File: config.mk
export PLATFORM = sky130hd
export DESIGN_NAME = tmr_cluster
export DESIGN_NICKNAME = d
export VERILOG_FILES = /design/src/rtl/tmr_pkg.sv /design/src/rtl/tmr_run_ctl.sv /design/src/rtl/tmr_channel.sv /design/src/rtl/tmr_cluster.sv
export SDC_FILE = /design/constraint.sdc
export NUM_CORES = 2
export LEC_CHECK = 0
export ABC_CLOCK_PERIOD_IN_PS = 3990
export BUFFER_PORTS_ARGS = -buffer_cell sky130_fd_sc_hd__buf_2
export CAP_MARGIN = 20
export CORE_AREA = 2 2 239 241
export CTS_CLUSTER_SIZE = 12
export DETAILED_ROUTE_END_ITERATION = 10
export DIE_AREA = 0 0 241 243
export PLACE_DENSITY_LB_ADDON = 0.08
export SYNTH_ARGS = -nofsm -noshare
export SYNTH_HDL_FRONTEND = slang
export SYNTH_HIERARCHICAL = 1
export SYNTH_SLANG_ARGS = --single-unit
export TNS_END_PERCENT = 100
File: constraint.sdc
create_clock -name clk -period 3.99 [get_ports clk]
set_input_delay 0.5985 -clock clk [delete_from_list [all_inputs] [get_ports clk]]
set_output_delay 0.5985 -clock clk [all_outputs]
set_load 0.005 [all_outputs]
File: src/rtl/tmr_pkg.sv
// Shared constants for the timer cluster: register offsets inside the
// global space, register selectors inside a channel block and control bits.
package tmr_pkg;

    localparam int unsigned RUN_OFS   = 32'h000;
    localparam int unsigned CLKEN_OFS = 32'h1000;

    typedef enum logic [1:0] {
        CH_CTRL  = 2'd0,
        CH_COUNT = 2'd1,
        CH_CMP   = 2'd2,
        CH_NONE  = 2'd3
    } ch_reg_e;

    localparam int unsigned CTRL_IE_BIT   = 0;
    localparam int unsigned CTRL_CLR_BIT  = 1;
    localparam int unsigned CTRL_FLAG_BIT = 7;

endpackage

File: src/rtl/tmr_run_ctl.sv
// Global run word and clock-enable word of the cluster.
// Run bits pass through one extra register, so a write reaches the counters
// two clocks after the write edge. Clock-enable bits act at once.
// Assumes: bits of absent channels (PRES = 0) are never stored.
module tmr_run_ctl #(
    parameter int unsigned NCH = 8,
    parameter logic [NCH-1:0] PRES = '1
) (
    input  logic           clk,
    input  logic           rst_n,
    input  logic           wr_run_i,
    input  logic           wr_clk_i,
    input  logic [NCH-1:0] wdata_i,
    output logic [NCH-1:0] run_o,
    output logic [NCH-1:0] clken_o,
    output logic [NCH-1:0] adv_o
);
    logic [NCH-1:0] run_q;
    logic [NCH-1:0] run_dly_q;
    logic [NCH-1:0] clken_q;

    // Store run and clock-enable writes, masked to present channels.
    always_ff @(posedge clk) begin
        if (!rst_n) begin
            run_q   <= '0;
            clken_q <= '0;
        end else begin
            if (wr_run_i) run_q   <= wdata_i & PRES;
            if (wr_clk_i) clken_q <= wdata_i & PRES;
        end
    end

    // Second stage of the run-bit latency.
    always_ff @(posedge clk) begin
        if (!rst_n) run_dly_q <= '0;
        else        run_dly_q <= run_q;
    end

    assign run_o   = run_q;
    assign clken_o = clken_q;
    assign adv_o   = run_dly_q & clken_q;

    AST_RUN_MASKED: assert property (@(posedge clk) disable iff (!rst_n)
        ((run_q | clken_q) & ~PRES) == '0);
    AST_START_LAG: assert property (@(posedge clk) disable iff (!rst_n)
        wr_run_i |-> ##2 (run_dly_q == ($past(wdata_i, 2) & PRES)));

endmodule

File: src/rtl/tmr_channel.sv
// One compare-match channel: up-counter, compare value and control word.
// The counter advances on edges where adv_i is high. A match sets the flag
// and either clears the counter or lets it run on and wrap.
// Assumes: CNT_W >= 8, so the control bits fit inside the write data.
module tmr_channel
    import tmr_pkg::*;
#(
    parameter int unsigned CNT_W = 32
) (
    input  logic             clk,
    input  logic             rst_n,
    input  logic             wr_en_i,
    input  ch_reg_e          rsel_i,
    input  logic [CNT_W-1:0] wdata_i,
    input  logic             adv_i,
    output logic [CNT_W-1:0] rdata_o,
    output logic             irq_o
);
    logic [CNT_W-1:0] cnt_q;
    logic [CNT_W-1:0] cmp_q;
    logic             ie_q;
    logic             clr_q;
    logic             flag_q;
    logic             hit;
    logic             cnt_wr;
    logic             ctrl_wr;
    logic             cmp_wr;

    assign hit     = adv_i && (cnt_q == cmp_q);
    assign cnt_wr  = wr_en_i && (rsel_i == CH_COUNT);
    assign ctrl_wr = wr_en_i && (rsel_i == CH_CTRL);
    assign cmp_wr  = wr_en_i && (rsel_i == CH_CMP);

    // Counter: a bus load wins, otherwise advance, clearing on match if asked.
    always_ff @(posedge clk) begin
        if (!rst_n)       cnt_q <= '0;
        else if (cnt_wr)  cnt_q <= wdata_i;
        else if (adv_i)   cnt_q <= (hit && clr_q) ? '0 : cnt_q + 1'b1;
    end

    // Compare value and control bits.
    always_ff @(posedge clk) begin
        if (!rst_n) begin
            cmp_q <= '1;
            ie_q  <= 1'b0;
            clr_q <= 1'b0;
        end else begin
            if (cmp_wr) cmp_q <= wdata_i;
            if (ctrl_wr) begin
                ie_q  <= wdata_i[CTRL_IE_BIT];
                clr_q <= wdata_i[CTRL_CLR_BIT];
            end
        end
    end

    // Match flag: set by a match, cleared by writing its bit as zero.
    always_ff @(posedge clk) begin
        if (!rst_n) flag_q <= 1'b0;
        else        flag_q <= hit || (flag_q && !(ctrl_wr && !wdata_i[CTRL_FLAG_BIT]));
    end

    // Read selection for the register named by rsel_i.
    always_comb begin
        rdata_o = '0;
        case (rsel_i)
            CH_CTRL: begin
                rdata_o[CTRL_IE_BIT]   = ie_q;
                rdata_o[CTRL_CLR_BIT]  = clr_q;
                rdata_o[CTRL_FLAG_BIT] = flag_q;
            end
            CH_COUNT: rdata_o = cnt_q;
            CH_CMP:   rdata_o = cmp_q;
            default:  rdata_o = '0;
        endcase
    end

    assign irq_o = flag_q && ie_q;

    AST_HOLD_IDLE: assert property (@(posedge clk) disable iff (!rst_n)
        (!adv_i && !cnt_wr) |=> $stable(cnt_q));
    AST_CLEAR_ON_MATCH: assert property (@(posedge clk) disable iff (!rst_n)
        (hit && clr_q && !cnt_wr) |=> (cnt_q == '0));
    AST_FLAG_CAUSE: assert property (@(posedge clk) disable iff (!rst_n)
        $rose(flag_q) |-> $past(adv_i && (cnt_q == cmp_q)));

endmodule

File: src/rtl/tmr_cluster.sv
// Timer cluster top: decodes the byte address to the run word, the
// clock-enable word or a channel block, builds only the channels named in
// PRESENT and returns read data one clock after a read strobe.
// Assumes: NCH <= 15 (channel field is address bits 7:4), ADDR_W >= 13,
// CNT_W <= DATA_W.
module tmr_cluster
    import tmr_pkg::*;
#(
    parameter int unsigned NCH     = 8,
    parameter int unsigned CNT_W   = 32,
    parameter int unsigned DATA_W  = 32,
    parameter int unsigned ADDR_W  = 13,
    parameter logic [NCH-1:0] PRESENT = 8'h3F
) (
    input  logic              clk,
    input  logic              rst_n,
    input  logic              bus_sel,
    input  logic              bus_wr,
    input  logic [ADDR_W-1:0] bus_addr,
    input  logic [DATA_W-1:0] bus_wdata,
    output logic [DATA_W-1:0] bus_rdata,
    output logic [NCH-1:0]    irq_o
);
    localparam int unsigned FLD_W = 4;

    logic             aligned;
    logic             is_run;
    logic             is_clk;
    logic             in_blk;
    logic [FLD_W-1:0] ch_fld;
    ch_reg_e          rsel;
    logic             do_wr;
    logic             rd_req;
    logic             absent_hit;
    logic [NCH-1:0]   run_w;
    logic [NCH-1:0]   clken_w;
    logic [NCH-1:0]   adv_w;
    logic [NCH-1:0]   irq_w;
    logic [DATA_W-1:0] ch_rd [NCH];
    logic [DATA_W-1:0] rd_nxt;

    // Address decode into global words and channel blocks.
    always_comb begin
        aligned = (bus_addr[1:0] == 2'b00);
        is_run  = (bus_addr == ADDR_W'(RUN_OFS));
        is_clk  = (bus_addr == ADDR_W'(CLKEN_OFS));
        ch_fld  = bus_addr[7:4];
        in_blk  = aligned && (bus_addr[ADDR_W-1:8] == '0) && (ch_fld != '0)
                  && (ch_fld <= FLD_W'(NCH));
        rsel    = ch_reg_e'(bus_addr[3:2]);
    end

    assign do_wr  = bus_sel && bus_wr;
    assign rd_req = bus_sel && !bus_wr;

    // Flags a block access aimed at a channel that is not built.
    always_comb begin
        absent_hit = 1'b0;
        for (int i = 0; i < NCH; i++) begin
            if (in_blk && ch_fld == FLD_W'(i + 1) && !PRESENT[i]) absent_hit = 1'b1;
        end
    end

    tmr_run_ctl #(
        .NCH  (NCH),
        .PRES (PRESENT)
    ) u_run (
        .clk      (clk),
        .rst_n    (rst_n),
        .wr_run_i (do_wr && is_run),
        .wr_clk_i (do_wr && is_clk),
        .wdata_i  (bus_wdata[NCH-1:0]),
        .run_o    (run_w),
        .clken_o  (clken_w),
        .adv_o    (adv_w)
    );

    for (genvar g = 0; g < NCH; g++) begin : g_ch
        if (PRESENT[g]) begin : g_on
            logic [CNT_W-1:0] rd_c;
            tmr_channel #(
                .CNT_W (CNT_W)
            ) u_ch (
                .clk     (clk),
                .rst_n   (rst_n),
                .wr_en_i (do_wr && in_blk && (ch_fld == FLD_W'(g + 1))),
                .rsel_i  (rsel),
                .wdata_i (bus_wdata[CNT_W-1:0]),
                .adv_i   (adv_w[g]),
                .rdata_o (rd_c),
                .irq_o   (irq_w[g])
            );
            assign ch_rd[g] = DATA_W'(rd_c);
        end else begin : g_off
            assign ch_rd[g] = '0;
            assign irq_w[g] = 1'b0;
        end
    end

    // Read data select for the addressed register.
    always_comb begin
        rd_nxt = '0;
        if (is_run) rd_nxt = DATA_W'(run_w);
        if (is_clk) rd_nxt = DATA_W'(clken_w);
        for (int i = 0; i < NCH; i++) begin
            if (in_blk && ch_fld == FLD_W'(i + 1)) rd_nxt = ch_rd[i];
        end
    end

    // Registered read port, updated on each read strobe.
    always_ff @(posedge clk) begin
        if (!rst_n)      bus_rdata <= '0;
        else if (rd_req) bus_rdata <= rd_nxt;
    end

    assign irq_o = irq_w;

    AST_ABSENT_READ: assert property (@(posedge clk) disable iff (!rst_n)
        (rd_req && absent_hit) |=> (bus_rdata == '0));

endmodule

== After elaboration in Yosys (flattened, before gate mapping) ==
Cells that the tools add are included.

* Register bits: 452
* Bits of input ports: 49
* Output and inout bits: 40
* Logic and storage cells: 206

* Add/subtract/negate cells: 6
* $lt $le $gt $ge: 1
* Equality and inequality tests: 17
* Mux-type cells: 52
* Bitwise gates (word level): 1
* Reductions and logical operators: 95

{| class="wikitable"
|+ Operator list
! operator !! number
|-
| 2-to-1 mux 32 bit || 27
|-
| one-hot mux 24 bit (2 select lines) || 6
|-
| adder 32 x 1 -> 32 bit (second input constant) || 6
|-
| == test 32 bit || 6
|-
| logical AND 1 bit || 70
|-
| one-hot mux 5 bit (2 select lines) || 6
|-
| one-hot mux 2 bit (3 select lines) || 6
|-
| one-hot mux 1 bit (3 select lines) || 6
|-
| == test 4 x 3 -> 1 bit (second input constant) || 4
|-
| == test 13 bit (second input constant) || 1
|-
| zero test 13 bit || 1
|-
| nonzero test 2 bit || 6
|-
| == test 4 x 2 -> 1 bit (second input constant) || 2
|-
| zero test 1 bit || 8
|-
| bitwise AND 6 bit || 1
|-
| logical OR 1 bit || 6
|-
| 2-to-1 mux 6 bit || 1
|-
| zero test 5 bit || 1
|-
| == test 4 x 1 -> 1 bit (second input constant) || 1
|-
| == test 4 bit (second input constant) || 1
|-
| less-or-equal comparator 4 bit (second input constant) || 1
|-
| zero test 2 bit || 2
|-
| nonzero test 4 bit || 1
|-
| == test 2 x 1 -> 1 bit (second input constant) || 1
|-
| == test 2 bit (second input constant) || 1
|}

== Logic depth before layout (Yosys ltp) ==
Gate-level depths: netlist of run 1.

* Word-level depth: 13
* Gate-level depth with buffers: 13
* Mapped depth without buffers: 10

== Modules after synthesis ==
The synthesis of run 1 kept the hierarchy.

{| class="wikitable"
|+ By module, submodules not included
! module !! times used !! cells an instance !! area each (um^2)
|-
| tmr_channel (g_ch[0].g_on.u_ch ...) || 4 || 565 || 4275.4
|-
| tmr_channel (g_ch[1].g_on.u_ch ...) || 2 || 565 || 4247.8
|-
| tmr_cluster || 1 || 435 || 3089.2
|-
| tmr_run_ctl || 1 || 64 || 708.2
|}

== Worst setup path after synthesis of run 1 ==
No wires, ideal clock.

* Path kind: input to register
* From: input port bus_addr[12]
* To: register g_ch[0].g_on.u_ch.cnt_q[13]
* Library setup time: 0.076 ns
* Arrival time: 3.003 ns
* Required time: 3.914 ns
* Setup slack: 0.912 ns
* Cell stages on the path: 11
* Path through: buf_2 > nor3_1 > nand2_1 > clkbuf_1 > or3_1 > nor3_1 > and2_1 > clkbuf_1 > clkbuf_1 > nand2_1 > a21boi_0

* Longest elaborated chain between the ends: 8
* Elaborated cells between the ends (all ways): 9
* Those cells by class: mux: 1; reduce/logical: 8

{| class="wikitable"
|+ RTL lines
! item !! RTL line !! source
|-
| start, declared || tmr_cluster.sv:19 || <nowiki>input logic [ADDR_W-1:0] bus_addr,</nowiki>
|-
| zero test 5 bit (*) || tmr_cluster.sv:48 || <nowiki>in_blk = aligned && (bus_addr[ADDR_W-1:8] == '0) && (ch_fld != '0)</nowiki>
|-
| logical AND 1 bit (*) (2 in series) || tmr_cluster.sv:48 ||
|-
| logical AND 1 bit (*) || tmr_cluster.sv:49 || <nowiki>&& (ch_fld <= FLD_W'(NCH));</nowiki>
|-
| logical AND 1 bit (*) (2 in series) || tmr_cluster.sv:86 || <nowiki>.wr_en_i (do_wr && in_blk && (ch_fld == FLD_W'(g + 1))),</nowiki>
|-
| logical AND 1 bit (*) || tmr_channel.sv:30 || <nowiki>assign cnt_wr = wr_en_i && (rsel_i == CH_COUNT);</nowiki>
|-
| 2-to-1 mux 32 bit or nonzero test 2 bit (tied branches) || - ||
|-
| end signal, assigned || tmr_channel.sv:37 || <nowiki>else if (cnt_wr) cnt_q <= wdata_i;</nowiki>
|-
| end signal, assigned || tmr_channel.sv:38 || <nowiki>else if (adv_i) cnt_q <= (hit && clr_q) ? '0 : cnt_q + 1'b1;</nowiki>
|-
| end, declared || tmr_channel.sv:19 || <nowiki>logic [CNT_W-1:0] cnt_q;</nowiki>
|}

Every way passes the cells marked *; elsewhere a longest branch is shown, timed or not.
A chain may end at the register's enable or synchronous reset.

== Worst setup path after layout of run 1 ==
* From: input port bus_addr[1]
* To: register g_ch[0].g_on.u_ch.cnt_q[17]

* Longest elaborated chain between the ends: 8
* Elaborated cells between the ends (all ways): 9
* Those cells by class: mux: 1; reduce/logical: 8

{| class="wikitable"
|+ RTL lines
! item !! RTL line !! source
|-
| zero test 2 bit (*) || tmr_cluster.sv:44 || <nowiki>aligned = (bus_addr[1:0] == 2'b00);</nowiki>
|-
| logical AND 1 bit (*) (2 in series) || tmr_cluster.sv:48 ||
|-
| logical AND 1 bit (*) || tmr_cluster.sv:49 ||
|-
| logical AND 1 bit (*) (2 in series) || tmr_cluster.sv:86 ||
|-
| logical AND 1 bit (*) || tmr_channel.sv:30 ||
|-
| 2-to-1 mux 32 bit or nonzero test 2 bit (tied branches) || - ||
|}

Marked as above.

==> flow_summary.ini, run 1 <==
[run_status]
status = complete, no violations

[pwr]
p_leak_uw = 0.0122
ir_drop_v = 0.000384
pwr_density_cell_mw_per_mm2 = 331

[logic_synthesis]
yosysWarnings = 6
postSynthCellCount = 3887
synth_area_per_cell_sq_um = 7.56
netlist_area_sq_mm = 0.0294

[clocking]
post_cts_resized = 0
cts_hold_buf = 0
cts_tree = built
root_buffer = clkbuf_16
htree_levels = 2
clkTransAtPathRegs_ns = 0.06
clkSinkCount = 452
clockBufferDepth = 3
cts_buffers = 54
clkLatencyLatePin_ns = 0.62
cts_post_setup_buffers_inserted = 0

[timing]
slew_headroom_pct = 30.7
setup_viol = 0
tns_ns = 0
clock_skew_ns = 0.0207
fmax_ghz = 0.307
layout_min_cycle_time_ns = 3.25
grt_setup_unrepaired = no
tightest_slew_ns = 1.04
hold_violations = 0
fin_hold_ws_ns = 0.324
slew_violations = 0
fin_crit_sh_pct = 81.6

[global_routing]
grt_usage_pct = 40.5
antenna_found_initial = 7
grt_max_degree = 100
overflow = 0
grt_pass1_wl_mm = 177
grt_pass1_vias = 27100

[place]
port_buffers = 86
routabilityCongestion = 1.02
hpwl_mm = 83.3

[floorplanning]
die_x_um = 241
rows = 87
die_h_um = 243
dieArea_sq_mm = 0.0586
initial_core_util_pct = 52.5
io_pins = 89
coreArea_sq_mm = 0.0560

[job]
max_cap_viol_count = 0

[hold_path]
min_path_type = in -> reg

[critical_path]
r2r_slack_ns = 1.05
path_cells = buf_2, nor4_1, nand2_1, or3_1, nor3_1, buf_4, nand2_1, o21ai_0, o21bai_1, o311ai_0
cp.required_ns = 4.45
worstSetupPathType = in -> reg
crit_arrival_ns = 3.72
crit_path_max_fanout = 14
cpMaxStageDelayCell = nor4_1
critPathCaptureType = flop
critical-path-max-stage-delay_ns = 0.61
start_kind = input pin
crit_path_frequent_cell = nand2_1

[drt]
vias_per_cell = 6.51
first_pass_iters = 6
num_vias = 29900
drc = 0
wire_per_inst_um = 26.5
routed_wl_mm = 122
drtIter0Drc = 3627
drtAntennaViolNets = 0

[finish]
final_cell_mix = nand2_1 (617), dfxtp_1 (452), nand3_1 (371)
mostFrequentLayoutCell = nand2_1
final_nets = 3866
drive_above_1_share_pct = 8.54
multi_input_area_sq_mm = 0.0187
area_growth_pct = 8.26
seqCellArea_sq_mm = 0.00905
fill_cells = 5327
[worst paths after layout]
kind,start,end,cells past startpoint
max,bus_addr[1],g_ch[0].g_on.u_ch/cnt_q[17],10
min,rst_n,g_ch[0].g_on.u_ch/cmp_q[28],2
max reg2reg,g_ch[2].g_on.u_ch/cnt_q[21],g_ch[2].g_on.u_ch/cnt_q[6],6
min reg2reg,bus_rdata[22],bus_rdata[22],2
[stage by stage]
stage	cell area (sq um)	total power, uW	instances	setup WS [ns]	util, %
after floorplan	29400	5150	3891	0.912	-
after global placement	30100	5610	4487	0.289	53.7
after detailed placement	30100	5620	4487	0.154	53.7
after CTS	31800	10500	4583	0.781	56.8
after global routing	31800	10800	4583	0.620	56.8
final	31800	10500	4586	0.735	56.8
[cell type report]
| cell class | instances | area share [%] |
|---|---|---|
| Timing Repair Buffer | 185 | 3.84 |
| Tap cell | 756 | 2.97 |
| Antenna cell | 3 | 0.0236 |
| Sequential cell | 452 | 28.4 |
| Multi-Input combinational cell | 3042 | 58.6 |
| Clock inverter | 19 | 0.582 |
| Inverter | 52 | 0.614 |
| Clock buffer | 77 | 4.87 |
[report_power, final]
part	switching, uW	internal (uW)	total [uW]
clock	2090	2880	4960
sequential	23.6	4520	4550
combinational	732	281	1010
total	2840	7680	10500
[metal layers]
| layer | track usage [%] | vias up | part of all wire, % |
|---|---|---|---|
| met5 | 0 | - | 0 |
| met4 | 21.5 | 0 | 6.2 |
| met3 | 7.69 | 356 | 9.9 |
| met2 | 61.7 | 1667 | 44 |
| met1 | 54.0 | 14300 | 40 |
| li1 | - | 13500 | - |
[registers in the layout, indices dropped and copies added, names as in the netlist]
signal and flops:
u_run/run_dly_q 6, g_ch.g_on.u_ch/clr_q 6, g_ch.g_on.u_ch/ie_q 6, g_ch.g_on.u_ch/cnt_q 192
g_ch.g_on.u_ch/cmp_q 192, bus_rdata 32, u_run/clken_o 6, g_ch.g_on.u_ch/flag_q 6
u_run/run_o 6
[critical path: cells and delay by family]
kind / cells / cell delay [ns]
AND/OR/NAND/NOR: 5 / 2.02
buffers and inverters: 2 / 0.36
AO/OA/AOI/OAI: 3 / 0.73
(Power assumes the default switching activity.)
==> run 2: changes to the inputs <==
ABC_AREA = 1   (was default)
ABC_CLOCK_PERIOD_IN_PS = 3200   (was 3990)
CORE_AREA = 2 2 254 256   (was 2 2 239 241)
DIE_AREA = 0 0 256 258   (was 0 0 241 243)
clock period = 3.2 ns   (was 3.99 ns; I/O delays follow)
==> run 2 against run 1 <==
Critical path depth up 1. Worst setup slack worse by 0.020 ns. Largest cell class unchanged. Sequential power up 24%. Worst hold slack got worse by 0.11 ns. Global-route usage shrank 0.34 points. Highest routed layer is now met5. Wire length grew 13%.
==> flow_summary.ini, run 2 <==
[floorplanning]
initial_core_util_pct = 52.3
coreArea_sq_mm = 0.0636
rows = 93
dieArea_sq_mm = 0.0660
io_pins = 89
die_h_um = 258
die_x_um = 256

[critical_path]
cp.required_ns = 3.71
start_kind = flop
cpMaxStageDelayCell = nand4_4
crit_arrival_ns = 2.99
worstSetupPathType = reg -> reg
critPathCaptureType = flop
path_cells = nand2_1, inv_1, inv_1, a21oi_1, nand2_1, nor2_1, nand2_1, nor2_1, nand4_4, nand2_1, a21oi_1
crit_path_frequent_cell = nand2_1
critical-path-max-stage-delay_ns = 0.55
crit_path_max_fanout = 32

[drt]
drtAntennaViolNets = 0
first_pass_iters = 6
num_vias = 37100
drtIter0Drc = 4342
drc = 0
wire_per_inst_um = 20.9
routed_wl_mm = 137
vias_per_cell = 5.65

[global_routing]
grt_use_met1_pct = 54.8
grt_max_degree = 68
grt_usage_pct = 40.2
grt_pass1_vias = 32400
grt_use_met2_pct = 58.9
antenna_found_initial = 9
busiest_layer = met2
grt_pass1_wl_mm = 204
gr-usage-met3_pct = 7.79
overflow = 0

[clocking]
cts_tree = built
cts_buffers = 56
cts_post_setup_buffers_inserted = 0
clkSinkCount = 452
cts_hold_buf = 0
clkLatencyLatePin_ns = 0.64
clockBufferDepth = 3
post_cts_resized = 0
clkTransAtPathRegs_ns = 0.06
htree_levels = 2
root_buffer = clkbuf_16

[timing]
clock_skew_ns = 0.0256
tightest_slew_ns = 0.892
slew_headroom_pct = 40.5
setup_viol = 0
grt_setup_unrepaired = no
slew_violations = 0
fin_crit_sh_pct = 77.7
tns_ns = 0
layout_min_cycle_time_ns = 2.48
worst_slack_ns = 0.715
hold_violations = 0
fmax_ghz = 0.402

[logic_synthesis]
synth_area_per_cell_sq_um = 5.85
postSynthCellCount = 5689
netlist_area_sq_mm = 0.0333
yosysWarnings = 6

[place]
placed_cell_area_sq_mm = 0.0344
dp_slack_ns = 0.244
port_buffers = 86
routabilityCongestion = 1.03
hpwl_mm = 97.2

[pwr]
p_leak_uw = 0.0165
ir_drop_v = 0.000458
pwr_density_cell_mw_per_mm2 = 378

[run_status]
status = complete, no violations

[finish]
fin_area_sq_mm = 0.0364
biggestRegsByFlops = g_ch.g_on.u_ch/cmp_q (192), g_ch.g_on.u_ch/cnt_q (192), bus_rdata (32)
mostFrequentLayoutCell = nand2_1
fill_cells = 6655
seqCellArea_sq_mm = 0.00905
final_nets = 5733
area_growth_pct = 9.38
multi_input_area_sq_mm = 0.0189
final_cell_mix = nand2_1 (1,784), inv_1 (972), a21oi_1 (472)
drive_above_1_share_pct = 10.7

[hold_path]
min_path_type = in -> reg

[job]
max_cap_viol_count = 0
## run 2: cell count changes in the layout (fill, tap and decap cells not counted), moves of 67 or more
cell / change
inv_1: +926
nand2_1: +1167
a22oi_1: -179
nor2b_1: -226
o211ai_1: +190
o22ai_1: +121
mux2i_1: -67
a21oi_1: +393
nand3_1: -186
nor2_1: +194
nand2_2: +98
xnor2_1: -240
## run 2: worst paths after layout
check	cells after the start	slack, ns	to	from
worst max-delay path	11	0.72	g_ch[2].g_on.u_ch/cnt_q[29]	u_run/clken_o[2]
worst min-delay path	2	0.22	g_ch[4].g_on.u_ch/cmp_q[9]	rst_n
worst max register to register	11	0.72	g_ch[2].g_on.u_ch/cnt_q[29]	u_run/clken_o[2]
worst min register to register	2	0.46	u_run/run_dly_q[5]	u_run/run_o[5]
## run 2: worst max-delay path, delay by kind of cell, from the launching register on
family	cells	cell delay (ns)
AND/OR/NAND/NOR	7	1.40
flip-flops	1	0.38
buffers and inverters	2	0.34
AO/OA/AOI/OAI	2	0.23
## run 2: per-layer routing
| layer | share of wire, % | vias up |
|---|---|---|
| met2 | 41 | 1923 |
| met1 | 41 | 16900 |
| met4 | 6.7 | 2 |
| met3 | 11 | 352 |
| li1 | - | 17800 |
| met5 | 0.0095 | - |
## run 2: power breakdown
part	switching [uW]	internal (uW)
Sequential	0.367	5630
Combinational	858	216
Clock	2790	4260
Total	3650	10100
## run 2: layout make-up
type | count | area share (%)
multi-input combinational | 3910 | 52.0
sequential | 452 | 24.9
clock inverter | 23 | 0.921
antenna | 5 | 0.0344
clock buffer | 83 | 4.60
tap | 855 | 2.94
inverter | 1048 | 10.8
timing repair buffer | 186 | 3.79
## run 2: per-stage QoR
stage	std cells	utilization (%)	hold WS (ns)	power, uW
floorplan	5693	-	0.420	6240
global placement	6451	54.0	0.437	6780
detailed placement	6451	54.0	0.446	6770
CTS	6557	57.2	0.183	13800
global route	6558	57.2	0.219	14000
finish	6562	57.2	0.216	13700
